<file path="config.mk">
export PLATFORM = sky130hd
export DESIGN_NAME = latency_deadline_monitor
export DESIGN_NICKNAME = d
export VERILOG_FILES = /design/src/rtl/mon_pkg.sv /design/src/rtl/mon_timebase.sv /design/src/rtl/mon_deadline_fifo.sv /design/src/rtl/mon_verdict.sv /design/src/rtl/latency_deadline_monitor.sv
export SDC_FILE = /design/constraint.sdc
export NUM_CORES = 1
export LEC_CHECK = 0
export BUFFER_PORTS_ARGS = -buffer_cell sky130_fd_sc_hd__buf_2
export CAP_MARGIN = 25
export CORE_AREA = 4 4 136 138
export DETAILED_ROUTE_END_ITERATION = 8
export DIE_AREA = 0 0 140 142
export HOLD_SLACK_MARGIN = 0.15
export PLACE_DENSITY = 0.61
export SLEW_MARGIN = 20
export SYNTH_ARGS = -nofsm -noshare
export SYNTH_HDL_FRONTEND = slang
export SYNTH_SLANG_ARGS = --single-unit
</file>
<file path="constraint.sdc">
create_clock -name clk_i -period 6.75 [get_ports clk_i]
set_clock_uncertainty 0.2 [all_clocks]
set_input_delay 1.35 -clock clk_i [delete_from_list [all_inputs] [get_ports clk_i]]
set_output_delay 1.35 -clock clk_i [all_outputs]
set_load 0.1 [all_outputs]
</file>
<file path="src/rtl/mon_pkg.sv">
package mon_pkg;
    typedef enum logic [1:0] {
        VERD_NONE    = 2'd0,
        VERD_PASS    = 2'd1,
        VERD_LATE    = 2'd2,
        VERD_TIMEOUT = 2'd3
    } verdict_e;

    function automatic int budget_cycles(input int freq_mhz, input int budget_ns);
        return (freq_mhz * budget_ns) / 1000;
    endfunction
endpackage

</file>
<file path="src/rtl/mon_timebase.sv">
module mon_timebase #(
    parameter int TS_W = 8
) (
    input  logic            clk_i,
    input  logic            rst_i,
    output logic [TS_W-1:0] ts_o
);
    logic [TS_W-1:0] ts_d, ts_q;

    always_comb begin
        ts_d = ts_q + TS_W'(1);
    end

    always_ff @(posedge clk_i) begin
        if (rst_i) ts_q <= '0;
        else       ts_q <= ts_d;
    end

    assign ts_o = ts_q;

    // the stamp advances by exactly one per cycle, wrapping freely
    p_ts_step_r11: assert property (@(posedge clk_i) disable iff (rst_i)
        !$past(rst_i) |-> ts_q == TS_W'($past(ts_q) + TS_W'(1)));
endmodule

</file>
<file path="src/rtl/mon_deadline_fifo.sv">
module mon_deadline_fifo #(
    parameter int DEPTH = 4,
    parameter int W     = 8,
    localparam int PTR_W = (DEPTH > 1) ? $clog2(DEPTH) : 1,
    localparam int CNT_W = $clog2(DEPTH + 1)
) (
    input  logic             clk_i,
    input  logic             rst_i,
    input  logic             push_i,
    input  logic [W-1:0]     data_i,
    input  logic             pop_i,
    output logic [W-1:0]     head_o,
    output logic [CNT_W-1:0] count_o,
    output logic             empty_o
);
    typedef struct packed {
        logic [DEPTH-1:0][W-1:0] mem;
        logic [PTR_W-1:0]        rd;
        logic [PTR_W-1:0]        wr;
        logic [CNT_W-1:0]        count;
    } fifo_state_t;

    fifo_state_t st_d, st_q;

    function automatic logic [PTR_W-1:0] bump(input logic [PTR_W-1:0] p);
        return (p == PTR_W'(DEPTH - 1)) ? '0 : p + PTR_W'(1);
    endfunction

    always_comb begin
        st_d = st_q;
        if (pop_i) st_d.rd = bump(st_q.rd);
        if (push_i) begin
            st_d.mem[st_q.wr] = data_i;
            st_d.wr           = bump(st_q.wr);
        end
        st_d.count = st_q.count + CNT_W'(push_i) - CNT_W'(pop_i);
    end

    always_ff @(posedge clk_i) begin
        if (rst_i) st_q <= '0;
        else       st_q <= st_d;
    end

    assign head_o  = st_q.mem[st_q.rd];
    assign count_o = st_q.count;
    assign empty_o = (st_q.count == '0);

    p_no_overflow_r6: assert property (@(posedge clk_i) disable iff (rst_i)
        push_i |-> (int'(count_o) < DEPTH) || pop_i);
    p_no_underflow_r5: assert property (@(posedge clk_i) disable iff (rst_i)
        pop_i |-> !empty_o);
endmodule

</file>
<file path="src/rtl/mon_verdict.sv">
module mon_verdict #(
    parameter int TS_W   = 8,
    parameter int BUDGET = 10
) (
    input  logic            valid_i,
    input  logic [TS_W-1:0] ts_i,
    input  logic [TS_W-1:0] deadline_i,
    output logic            late_o,
    output logic [TS_W-1:0] latency_o
);
    logic [TS_W-1:0] diff;

    always_comb begin
        diff      = ts_i - deadline_i;
        late_o    = valid_i && (diff != '0) && !diff[TS_W-1];
        latency_o = TS_W'(BUDGET) + diff;
    end
endmodule

</file>
<file path="src/rtl/latency_deadline_monitor.sv">
module latency_deadline_monitor #(
    parameter int CLK_FREQ_MHZ = 200,
    parameter int BUDGET_NS    = 5000,
    parameter int DEPTH        = 4,
    parameter bit PIPELINED    = 1'b1,
    parameter int CNT_W        = 16,
    localparam int BUDGET  = mon_pkg::budget_cycles(CLK_FREQ_MHZ, BUDGET_NS),
    localparam int TS_W    = $clog2(BUDGET + 2) + 1,
    localparam int Q_DEPTH = PIPELINED ? DEPTH : 1,
    localparam int QC_W    = $clog2(Q_DEPTH + 1)
) (
    input  logic             clk_i,
    input  logic             rst_i,
    input  logic             sync_i,
    input  logic             ref_i,
    output logic             pass_o,
    output logic             fail_o,
    output logic             timeout_o,
    output logic [TS_W-1:0]  latency_o,
    output logic             err_proto_o,
    output logic             err_ovf_o,
    output logic             err_unexp_o,
    output logic [CNT_W-1:0] pass_cnt_o,
    output logic [CNT_W-1:0] fail_cnt_o,
    output logic [CNT_W-1:0] err_cnt_o
);
    import mon_pkg::*;

    typedef struct packed {
        logic             pass;
        logic             fail;
        logic             timeout;
        logic [TS_W-1:0]  lat;
        logic             e_proto;
        logic             e_ovf;
        logic             e_unexp;
        logic [CNT_W-1:0] n_pass;
        logic [CNT_W-1:0] n_fail;
        logic [CNT_W-1:0] n_err;
    } mon_state_t;

    mon_state_t st_d, st_q;

    logic [TS_W-1:0] ts_now, head_dl, pair_lat;
    logic [QC_W-1:0] q_count;
    logic            q_empty, head_late, q_pop, q_push;
    logic            unexp, reject;
    verdict_e        verdict;

    mon_timebase #(.TS_W(TS_W)) u_timebase (
        .clk_i (clk_i),
        .rst_i (rst_i),
        .ts_o  (ts_now)
    );

    mon_deadline_fifo #(.DEPTH(Q_DEPTH), .W(TS_W)) u_queue (
        .clk_i   (clk_i),
        .rst_i   (rst_i),
        .push_i  (q_push),
        .data_i  (ts_now + TS_W'(BUDGET)),
        .pop_i   (q_pop),
        .head_o  (head_dl),
        .count_o (q_count),
        .empty_o (q_empty)
    );

    mon_verdict #(.TS_W(TS_W), .BUDGET(BUDGET)) u_verdict (
        .valid_i    (!q_empty),
        .ts_i       (ts_now),
        .deadline_i (head_dl),
        .late_o     (head_late),
        .latency_o  (pair_lat)
    );

    always_comb begin
        if (ref_i && !q_empty)  verdict = head_late ? VERD_LATE : VERD_PASS;
        else if (head_late)     verdict = VERD_TIMEOUT;
        else                    verdict = VERD_NONE;

        q_pop  = (verdict != VERD_NONE);
        q_push = sync_i && ((int'(q_count) - int'(q_pop)) < Q_DEPTH);
        reject = sync_i && !q_push;
        unexp  = ref_i && q_empty;

        st_d         = st_q;
        st_d.pass    = (verdict == VERD_PASS);
        st_d.fail    = (verdict == VERD_LATE) || (verdict == VERD_TIMEOUT);
        st_d.timeout = (verdict == VERD_TIMEOUT);
        if (verdict == VERD_PASS || verdict == VERD_LATE) st_d.lat = pair_lat;
        if (reject) begin
            if (PIPELINED) st_d.e_ovf   = 1'b1;
            else           st_d.e_proto = 1'b1;
        end
        if (unexp) st_d.e_unexp = 1'b1;
        st_d.n_pass = st_q.n_pass + CNT_W'(st_d.pass);
        st_d.n_fail = st_q.n_fail + CNT_W'(st_d.fail);
        st_d.n_err  = st_q.n_err + CNT_W'(reject) + CNT_W'(unexp);
    end

    always_ff @(posedge clk_i) begin
        if (rst_i) st_q <= '0;
        else       st_q <= st_d;
    end

    assign pass_o      = st_q.pass;
    assign fail_o      = st_q.fail;
    assign timeout_o   = st_q.timeout;
    assign latency_o   = st_q.lat;
    assign err_proto_o = st_q.e_proto;
    assign err_ovf_o   = st_q.e_ovf;
    assign err_unexp_o = st_q.e_unexp;
    assign pass_cnt_o  = st_q.n_pass;
    assign fail_cnt_o  = st_q.n_fail;
    assign err_cnt_o   = st_q.n_err;

    p_pass_fail_excl_r2: assert property (@(posedge clk_i) disable iff (rst_i)
        !(pass_o && fail_o));
    p_timeout_is_fail_r3: assert property (@(posedge clk_i) disable iff (rst_i)
        timeout_o |-> fail_o);
    p_pass_latency_bound_r4: assert property (@(posedge clk_i) disable iff (rst_i)
        pass_o |-> int'(latency_o) <= BUDGET);
    p_sticky_unexp_r8: assert property (@(posedge clk_i) disable iff (rst_i)
        err_unexp_o |=> err_unexp_o);
    p_pass_count_r9: assert property (@(posedge clk_i) disable iff (rst_i)
        pass_o && !$past(rst_i) |-> pass_cnt_o == CNT_W'($past(pass_cnt_o) + CNT_W'(1)));
    p_mode_flag_r7: assert property (@(posedge clk_i) disable iff (rst_i)
        PIPELINED |-> !err_proto_o);
endmodule

</file>
# [After elaboration in Yosys (flattened, before gate mapping)]
# Cells that the tools add are included.
[classes] n_reduce_logical=15 add_sub_neg=13 n_eq_ne=5 n_mux=10 magnitude_cmp=4
[ops] operator="16-bit by 1-bit adder with 16-bit output" n=4
[ops] operator="44-bit bitwise mux" n=1
[ops] operator="11-bit binary-select mux with 2-bit select" n=1
[ops] operator="11-bit demux with 2-bit select" n=1
[ops] operator="11-bit 2-to-1 mux" n=2
[ops] operator="10-bit by 11-bit adder with 11-bit output, first input constant" n=1
[ops] operator="11-bit by 1-bit adder with 11-bit output, second input constant" n=1
[ops] operator="11-bit by 10-bit adder with 11-bit output, second input constant" n=1
[ops] operator="11-bit nonzero test" n=1
[ops] operator="11-bit subtractor" n=1
[ops] operator="2-bit 2-to-1 mux" n=5
[ops] operator="2-bit equality test, second input constant" n=4
[ops] operator="1-bit logical AND" n=7
[ops] operator="2-bit by 3-bit less-than comparator with 1-bit output, second input constant" n=2
[ops] operator="2-bit by 1-bit adder with 2-bit output, second input constant" n=2
[ops] operator="4-bit less-than comparator, second input constant" n=1
[ops] operator="3-bit by 1-bit subtractor with 4-bit output" n=1
[ops] operator="3-bit by 1-bit adder with 3-bit output" n=1
[ops] operator="1-bit logical NOT" n=3
[ops] operator="3-bit logical NOT" n=1
[ops] operator="3-bit by 1-bit subtractor with 3-bit output" n=1
[ops] operator="2-bit by 1-bit equality test with 1-bit output, second input constant" n=1
[ops] operator="2-bit by 1-bit greater-or-equal comparator with 1-bit output, second input constant" n=1
[ops] operator="1-bit logical OR" n=2
[ops] operator="2-bit nonzero test" n=1
[totals] output_inout_bits=65 inputBits=4 wordCells=64 regBits=126

# [Longest topological paths before layout]
# Gate-level depths: netlist of run 1.
[depth] depth_word=16 ltp_mapped=23

# [Hierarchy]
# A second synthesis of run 1 with hierarchy kept.
[hier_totals] hier_cells=712 hier_area_um2=6563.8
[modules_own_cells] module="latency_deadline_monitor" area_each_um2=2741.4 cells_per_inst=313 instances=1
[modules_own_cells] module="mon_deadline_fifo" area_each_um2=2546.2 cells_per_inst=252 instances=1
[modules_own_cells] module="mon_verdict" area_each_um2=820.8 cells_per_inst=99 instances=1
[modules_own_cells] module="mon_timebase" area_each_um2=455.4 cells_per_inst=48 instances=1

# [Worst setup path after synthesis of run 1]
# No wires, ideal clock.
[synth_timing] path_kind="reg2reg" from="reg u_queue.st_q[5] in the netlist's numbering" to="reg u_queue.st_q, in the netlist u_queue.count_o[2]" t_arrival_ns=5.014 period_less_slack_ns=5.341 setup_time_ns=0.128 slack_ns=1.409 stages_incl_launch_ff=23 cell_sequence="dfxtp_1 > buf_6 > clkbuf_1 > mux4_2 > ha_1 > inv_1 > fa_1 > a21o_1 > and4_4 > or3_4 > a211oi_4 > o2111ai_2 > a31o_2 > ha_1 > nor4b_1 > a21oi_1 > and2_1 > clkbuf_1 > ha_1 > inv_1 > fa_1 > xnor2_1 > nor2_1"
[synth_via] elab_chain_cells=14 word_cells_on_any_way=16 classes_between="add/sub: 4; order compare: 1; mux: 5; reduce/logical: 6"
[synth_rtl] element="from (decl)" line="mon_deadline_fifo.sv:23" rtl="fifo_state_t st_d, st_q;"
[synth_rtl] element="from (signal assigned)" line="mon_deadline_fifo.sv:41" rtl="else st_q <= st_d;"
[synth_rtl] element="11-bit binary-select mux with 2-bit select *" line="mon_deadline_fifo.sv:44" rtl="assign head_o = st_q.mem[st_q.rd];"
[synth_rtl] element="11-bit 2-to-1 mux (implied by the code) *" line="mon_deadline_fifo.sv:44"
[synth_rtl] element="11-bit subtractor *" line="mon_verdict.sv:14" rtl="diff = ts_i - deadline_i;"
[synth_rtl] element="11-bit nonzero test" line="mon_verdict.sv:15" rtl="late_o = valid_i && (diff != '0) && !diff[TS_W-1];"
[synth_rtl] element="1-bit logical AND" line="mon_verdict.sv:15"
[synth_rtl] element="1-bit logical AND *" line="mon_verdict.sv:15"
[synth_rtl] element="2-bit 2-to-1 mux (on tied branches)" line="latency_deadline_monitor.sv:77, latency_deadline_monitor.sv:76"
[synth_rtl] element="2-bit 2-to-1 mux *" line="latency_deadline_monitor.sv:76" rtl="if (ref_i && !q_empty) verdict = head_late ? VERD_LATE : VERD_PASS;"
[synth_rtl] element="2-bit nonzero test *" line="latency_deadline_monitor.sv:80" rtl="q_pop = (verdict != VERD_NONE);"
[synth_rtl] element="3-bit by 1-bit subtractor with 4-bit output *" line="latency_deadline_monitor.sv:81" rtl="q_push = sync_i && ((int'(q_count) - int'(q_pop)) < Q_DEPTH);"
[synth_rtl] element="4-bit less-than comparator *" line="latency_deadline_monitor.sv:81"
[synth_rtl] element="1-bit logical AND *" line="latency_deadline_monitor.sv:81"
[synth_rtl] element="via q_push" line="latency_deadline_monitor.sv:46" rtl="logic q_empty, head_late, q_pop, q_push;"
[synth_rtl] element="3-bit by 1-bit adder with 3-bit output *" line="mon_deadline_fifo.sv:36" rtl="st_d.count = st_q.count + CNT_W'(push_i) - CNT_W'(pop_i);"
[synth_rtl] element="3-bit by 1-bit subtractor with 3-bit output *" line="mon_deadline_fifo.sv:36"
# The timed path passes the listed nets; every way through them passes the cells marked *. The select of a mux whose other input is x is not followed.
# A chain may end at the register's enable or synchronous reset.

# [Final worst setup path of run 1]
[layout_timing] from="reg u_queue.st_q[5] in the netlist's numbering" to="reg st_q, in the netlist err_cnt_o[14]"
[layout_via] elab_chain_cells=16 word_cells_on_any_way=18 classes_between="add/sub: 4; order compare: 1; mux: 5; reduce/logical: 8"
[layout_rtl] element="11-bit binary-select mux with 2-bit select *" line="mon_deadline_fifo.sv:44"
[layout_rtl] element="11-bit 2-to-1 mux (implied by the code) *" line="mon_deadline_fifo.sv:44"
[layout_rtl] element="11-bit subtractor *" line="mon_verdict.sv:14"
[layout_rtl] element="11-bit nonzero test" line="mon_verdict.sv:15"
[layout_rtl] element="1-bit logical AND" line="mon_verdict.sv:15"
[layout_rtl] element="1-bit logical AND *" line="mon_verdict.sv:15"
[layout_rtl] element="2-bit 2-to-1 mux (on tied branches)" line="latency_deadline_monitor.sv:77, latency_deadline_monitor.sv:76"
[layout_rtl] element="2-bit 2-to-1 mux *" line="latency_deadline_monitor.sv:76"
[layout_rtl] element="2-bit nonzero test *" line="latency_deadline_monitor.sv:80"
[layout_rtl] element="3-bit by 1-bit subtractor with 4-bit output *" line="latency_deadline_monitor.sv:81"
[layout_rtl] element="4-bit less-than comparator *" line="latency_deadline_monitor.sv:81"
[layout_rtl] element="1-bit logical AND *" line="latency_deadline_monitor.sv:81"
[layout_rtl] element="1-bit logical NOT *" line="latency_deadline_monitor.sv:82" rtl="reject = sync_i && !q_push;"
[layout_rtl] element="1-bit logical AND *" line="latency_deadline_monitor.sv:82"
[layout_rtl] element="16-bit by 1-bit adder with 16-bit output * (2 in series)" line="latency_deadline_monitor.sv:97" rtl="st_d.n_err = st_q.n_err + CNT_W'(reject) + CNT_W'(unexp);"
[layout_rtl] element="to (signal assigned)" line="latency_deadline_monitor.sv:102" rtl="else st_q <= st_d;"
[layout_rtl] element="to (decl)" line="latency_deadline_monitor.sv:42" rtl="mon_state_t st_d, st_q;"
# Every way passes the cells marked *; elsewhere a longest branch is shown, timed or not. The select of a mux whose other input is x is not followed.

==> results of run 1 <==
[worst paths after layout]
| check | start | to | slack [ps] |
|---|---|---|---|
| worst max-delay path | u_queue.st_q[5] | err_cnt_o[14] | 1020 |
| worst min-delay path | u_queue.st_q[47] | u_queue.st_q[47] | 240 |
| worst max register to register | u_queue.st_q[5] | err_cnt_o[14] | 1020 |
| worst min register to register | u_queue.st_q[47] | u_queue.st_q[47] | 240 |
[critical path: cells and delay by family, from the launching register on]
family	cells	cell delay (ps)
AOI/OAI and AO/OA	6	1590
adders and majority gates	4	1200
and+or+nand+nor	7	900
DFF	1	660
muxes	1	520
buffers and inverters	2	360
xor gates and xnor gates	1	160
[cell type report]
class / count / area [µm²] / share of cell area (%)
Clock buffer: 26 / 509 / 7.18
Clock inverter: 5 / 103 / 1.45
Inverter: 24 / 90.1 / 1.27
Multi-Input combinational cell: 485 / 3210 / 45.3
Sequential cell: 126 / 2520 / 35.6
Tap cell: 225 / 282 / 3.97
Timing Repair Buffer: 72 / 375 / 5.29
[sequential cells by signal, indices dropped and copies added (netlist names)]
register         count
latency_o           11
timeout_o            1
fail_o               1
pass_o               1
u_queue.count_o      3
err_unexp_o          1
err_ovf_o            1
u_timebase.ts_o     11
pass_cnt_o          16
u_queue.st_q        48
err_cnt_o           16
fail_cnt_o          16
[report_power, final]
part	internal (mW)	switching [mW]
Sequential	0.846	0.0683
Clock	0.628	0.319
Combinational	0.400	0.864
[Yosys cell counts, drive strengths merged (3+ instances only)]
master / number
nor2b: 12
dfxtp: 126
buf: 6
and2: 6
a22o: 5
ha: 28
fa: 3
nor2: 90
xor2: 34
nand4: 10
and3: 16
clkbuf: 31
a21oi: 42
a211oi: 24
or3: 8
xnor2: 27
mux4: 11
nand3: 36
inv: 24
nor3: 5
o21ai: 18
nand2: 71
[cells by family (layout without fill, tap and decap cells)]
kind of cell | after synthesis | count (layout)
and+or+nand+nor | 268 | 268
DFF | 126 | 126
AOI/OAI and AO/OA | 111 | 111
xor gates and xnor gates | 61 | 61
buffers and inverters | 61 | 127
adders and majority gates | 31 | 31
muxes | 13 | 13
other | 1 | 1
[layer usage]
layer	up-vias	global-route usage (%)
li1	2426	-
met5	-	0
met2	83	22.4
met1	2240	19.3
met3	11	3.80
met4	0	3.72
[per-stage QoR]
step | hold slack [ps] | cell area, µm² | worst slack, ps
after floorplan | 220 | 6000 | 1410
after global placement | 233 | 6470 | 1160
after detailed placement | 239 | 6470 | 1060
after CTS | 247 | 7090 | 1030
after global routing | 273 | 7090 | 544
final | 243 | 7090 | 1020
==> results.cfg, run 1 <==
[grt]
grt_max_degree = 85
grt_pass1_wl_um = 23100
track_usage_pct = 14.2
overflow = 0
first_global_vias = 4570
antenna_found_initial = 0

[clocking]
cts_hold_buffers = 0
cts_made_buffers = 17
clk_latency_ps = 410
clk_path_buf_depth = 2
cts-root-buf = clkbuf_16
post_cts_buffers = 0
path_clk_slew_ps = 60
cts_resized = 0
cts_tree = yes
htreeDepth = 4
cts_sinks = 126

[setup_path]
cp_slowest_cell = dfxtp_1
criticalPathCategory = reg -> reg
cp-end-kind = flip-flop
worstPathRequired_ps = 6820
crit_path_max_fanout = 11
startpoint_type = flip-flop
crit_arrival_ps = 5800
reg2reg_depth = 21
crit_path_cell_trace = buf_4, mux4_2, inv_1, ha_1, a21oi_1, a2bb2oi_1, a21oi_1, nor4_1, o2111ai_2, a31o_2, ha_1, nor4b_1, a21oi_1, nor2b_1, fa_1, ha_1, nand2_1, nor2_1, nand4_1, xor2_1, nor2_1
cpPeakStageDelay_ps = 660

[synthesis]
synth_adder_area_share_pct = 6.84
synth_compound_area_share_pct = 12.3
synth_nets = 707
synth_top_area_cell = dfxtp_1
synth.top_cells.by_area = dfxtp_1, ha_1, nor2_1
synth_edf_count = 0
synth_mux_area_share_pct = 4.46
ys_ff_latch = 126
ys_async_sr_fraction_pct = 0
seq_area_frac_synth_pct = 42.1
synth_top_family_by_area = simple AND/OR/NAND/NOR gates
yosysWarnings = 0
synth_top_area_share_pct = 42.1
yosys_most_used_dff = dfxtp_1
synthSimpleGateAreaFrac_pct = 20.9
synthesis.area_um2 = 6000
synthXorXnorAreaFrac_pct = 8.91
syn_inst = 672
syn_area_per_cell_um2 = 8.92
synth_cell_types = 61

[floorplan]
fp.dieH_um = 142
rows = 48
coreArea_um2 = 17200
io-pin-count = 69
start_util_pct = 34.9
die_w_um = 140
dieArea_um2 = 19900

[timing]
fmax_mhz = 175
slew_headroom_pct = 39.9
drv_slew = 0
tightest_slew_ps = 902
post-route-min-period_ps = 5730
fin_setup_tns_ps = 0
hold_viol = 0
finalSetupViolCount = 0
rsz0062_at_grt = no
finalCritPeriodShare_pct = 84.9

[place]
place_inst = 931
gp_congestion = 0.776
portBuffers = 67
dp_hpwl_um = 9480

[power_and_ir_drop]
p_leak_nw = 2.87
p_total_mw = 3.12
p_per_area_nw_per_um2 = 440
peakVddDrop_mv = 0.293

[finish]
postLayoutCoreUtil_pct = 41.3
layout_commonest_cell = dfxtp_1
nets = 761
layout-drive-gt1-share_pct = 16.1
synthToLayoutAreaGrowth_pct = 18.3
insertedDiodeCount = 0
mostFrequentLayoutCells = dfxtp_1, nor2_1, nand2_1, buf_2, a21oi_1
finalNonFillerCells = 963
nFillCells = 1726

[run]
maxCapViolCount = 0

[route]
routed_wl_um = 13600
wl_met1_um = 6690
viasPerCell = 4.94
vias = 4760
drt_iter0_drc = 295
drc = 0
route.met2.wl_um = 6200
antenna_left = 0
top_layer = met4
routedWlPerCell_um = 14.1
wl_met3_um = 596
drtPass1Iterations = 4

[run_status]
status = complete, no violations

[hold_path]
hp-class = reg -> reg
whs_path_depth = 2
Note: power is estimated with default switching activity, not from simulation.
==> inputs of run 2 (changes only) <==
==> constraint.sdc (replaced) <==
create_clock -name clk_i -period 5.8 [get_ports clk_i]
set_clock_uncertainty 0.2 [all_clocks]
set_input_delay 1.16 -clock clk_i [delete_from_list [all_inputs] [get_ports clk_i]]
set_output_delay 1.16 -clock clk_i [all_outputs]
set_load 0.1 [all_outputs]
==> results.cfg, run 2 (synthesized netlist as in run 1, its figures left out) <==
[floorplan]
die_w_um = 140
start_util_pct = 34.9
coreArea_um2 = 17200
dieArea_um2 = 19900
rows = 48
io-pin-count = 69
fp.dieH_um = 142

[grt]
first_global_vias = 4526
grtUsageMet3_pct = 3.70
use_met2_pct = 21.5
use_met1_pct = 19.1
grt_pass1_wl_um = 22900
antenna_found_initial = 0
overflow = 0
track_usage_pct = 14.0
grt_busiest_layer = met2
grt_max_degree = 86

[route]
drtPass1Iterations = 6
viasPerCell = 4.95
routed_wl_um = 13500
drc = 0
antenna_left = 0
drt_iter0_drc = 250
routedWlPerCell_um = 13.9
vias = 4799

[timing]
finalCritPeriodShare_pct = 90.0
finalSetupViolCount = 0
hold_viol = 0
slew_headroom_pct = 39.5
fmax_mhz = 192
fin_setup_tns_ps = 0
tightest_slew_ps = 907
hold_slack_ps = 247
rsz0062_at_grt = no
drv_slew = 0
post-route-min-period_ps = 5220

[clocking]
post_cts_buffers = 0
cts_tree = yes
cts_hold_buffers = 0
path_clk_slew_ps = 60
cts_sinks = 126
clk_latency_ps = 410
clk_path_buf_depth = 2
htreeDepth = 4
cts_made_buffers = 17
cts-root-buf = clkbuf_16

[finish]
stdcell_area_um2 = 7190
finalNonFillerCells = 970
synthToLayoutAreaGrowth_pct = 19.8
layout_commonest_cell = dfxtp_1
largest-register = u_queue.st_q
insertedDiodeCount = 0
layout-drive-gt1-share_pct = 17.9
mostFrequentLayoutCells = dfxtp_1, nor2_1, nand2_1, buf_2, a21oi_1
nets = 767
largest_register_ffs = 48

[run]
maxCapViolCount = 0

[place]
placed_area_um2 = 6530
dp_hpwl_um = 9550
portBuffers = 67
gp_congestion = 0.766
place_inst = 938

[power_and_ir_drop]
p_clk_share_pct = 31.5
peakVddDrop_mv = 0.409
p_leak_nw = 2.93
switchingPower_mw = 1.49
comb_power_share_pct = 40.0
swShare_pct = 40.0
internal_power_mw = 2.24
p_per_area_nw_per_um2 = 518
seqPwrFrac_pct = 28.5

[setup_path]
crit_path_max_fanout = 8
criticalPathCategory = reg -> reg
crit_path_cell_trace = mux4_2, ha_1, inv_1, fa_1, a21o_1, and4_4, or3_4, a211oi_4, o2111ai_2, a31o_2, ha_1, nor4b_1, a21oi_2, nor2b_1, fa_1, ha_1, nand2_1, nor2_1, nand4_1, xor2_1, nor2_1
cp.buffers_inverters = 1
crit_family = adder cells
worstPathRequired_ps = 5870
cpPeakStageDelay_ps = 450
cp_slowest_cell = fa_1
crit_arrival_ps = 5290
cp-end-kind = flip-flop
crit_top_cell = ha_1
startpoint_type = flip-flop

[run_status]
status = complete, no violations

[hold_path]
hp-class = reg -> reg
==> run 2: cell count changes in the layout (fill, tap and decap cells not counted), moves of 3 or more <==
cell,before,now
clkbuf_8,5,1
clkinv_2,1,4
inv_6,0,3
clkbuf_1,4,0
buf_4,5,12
==> run 2: power groups by stage <==
stage / clock network [mW] / registers, mW / logic [mW]
3_5_place_dp: 0 / 1.08 / 1.48
4_1_cts: 1.20 / 1.06 / 1.49
5_1_grt: 1.24 / 1.08 / 1.63
3_3_place_gp: 0 / 1.08 / 1.48
6_report: 1.17 / 1.06 / 1.49
2_1_floorplan: 0 / 1.44 / 0.868
==> run 2: layer usage <==
metal	routed length, µm	vias to the layer above
li1	-	2450
met1	6660	2254
met2	6120	81
met3	507	14
met4	229	0
met5	0	-
==> run 2: per-stage QoR <==
stage,setup slack [ps],util [%],power (mW)
2_1_floorplan,459,-,2.31
5_1_grt,124,41.8,3.94
3_5_place_dp,271,38.0,2.56
4_1_cts,262,41.8,3.75
3_3_place_gp,384,38.0,2.56
6_report,580,41.8,3.73
==> run 2: what timing repair did <==
action	CTS	global route
hold endpoints to repair	0	0
endpoints found under the setup margin	0	7
resized for setup	0	3
==> run 2: path summary, 6_finish.rpt <==
check                        start          endpoint  slack [ps]  depth (start not counted)
setup / recovery   u_queue.st_q[5]     err_cnt_o[14]         580                         21
hold / removal    u_queue.st_q[47]  u_queue.st_q[47]         250                          2
setup reg to reg   u_queue.st_q[5]     err_cnt_o[14]         580                         21
hold reg to reg   u_queue.st_q[47]  u_queue.st_q[47]         250                          2
==> run 2: worst register-to-register path, delay by kind of cell (launching register included) <==
| family | cells | cell delay [ps] |
|---|---|---|
| adders and majority gates | 5 | 1500 |
| muxes | 1 | 360 |
| DFF | 1 | 390 |
| buffers and inverters | 1 | 60 |
| and+or+nand+nor | 8 | 1130 |
| AOI/OAI and AO/OA | 5 | 1290 |
| xor gates and xnor gates | 1 | 140 |
==> run 2: final cells by class <==
class | instances | area, µm²
well taps | 225 | 282
clock buffers | 18 | 439
multi-input cells | 485 | 3220
clock inverters | 14 | 213
repair buffers | 78 | 420
flip-flops and latches | 126 | 2520
inverters | 24 | 90.1
fillers | 1749 | 9990
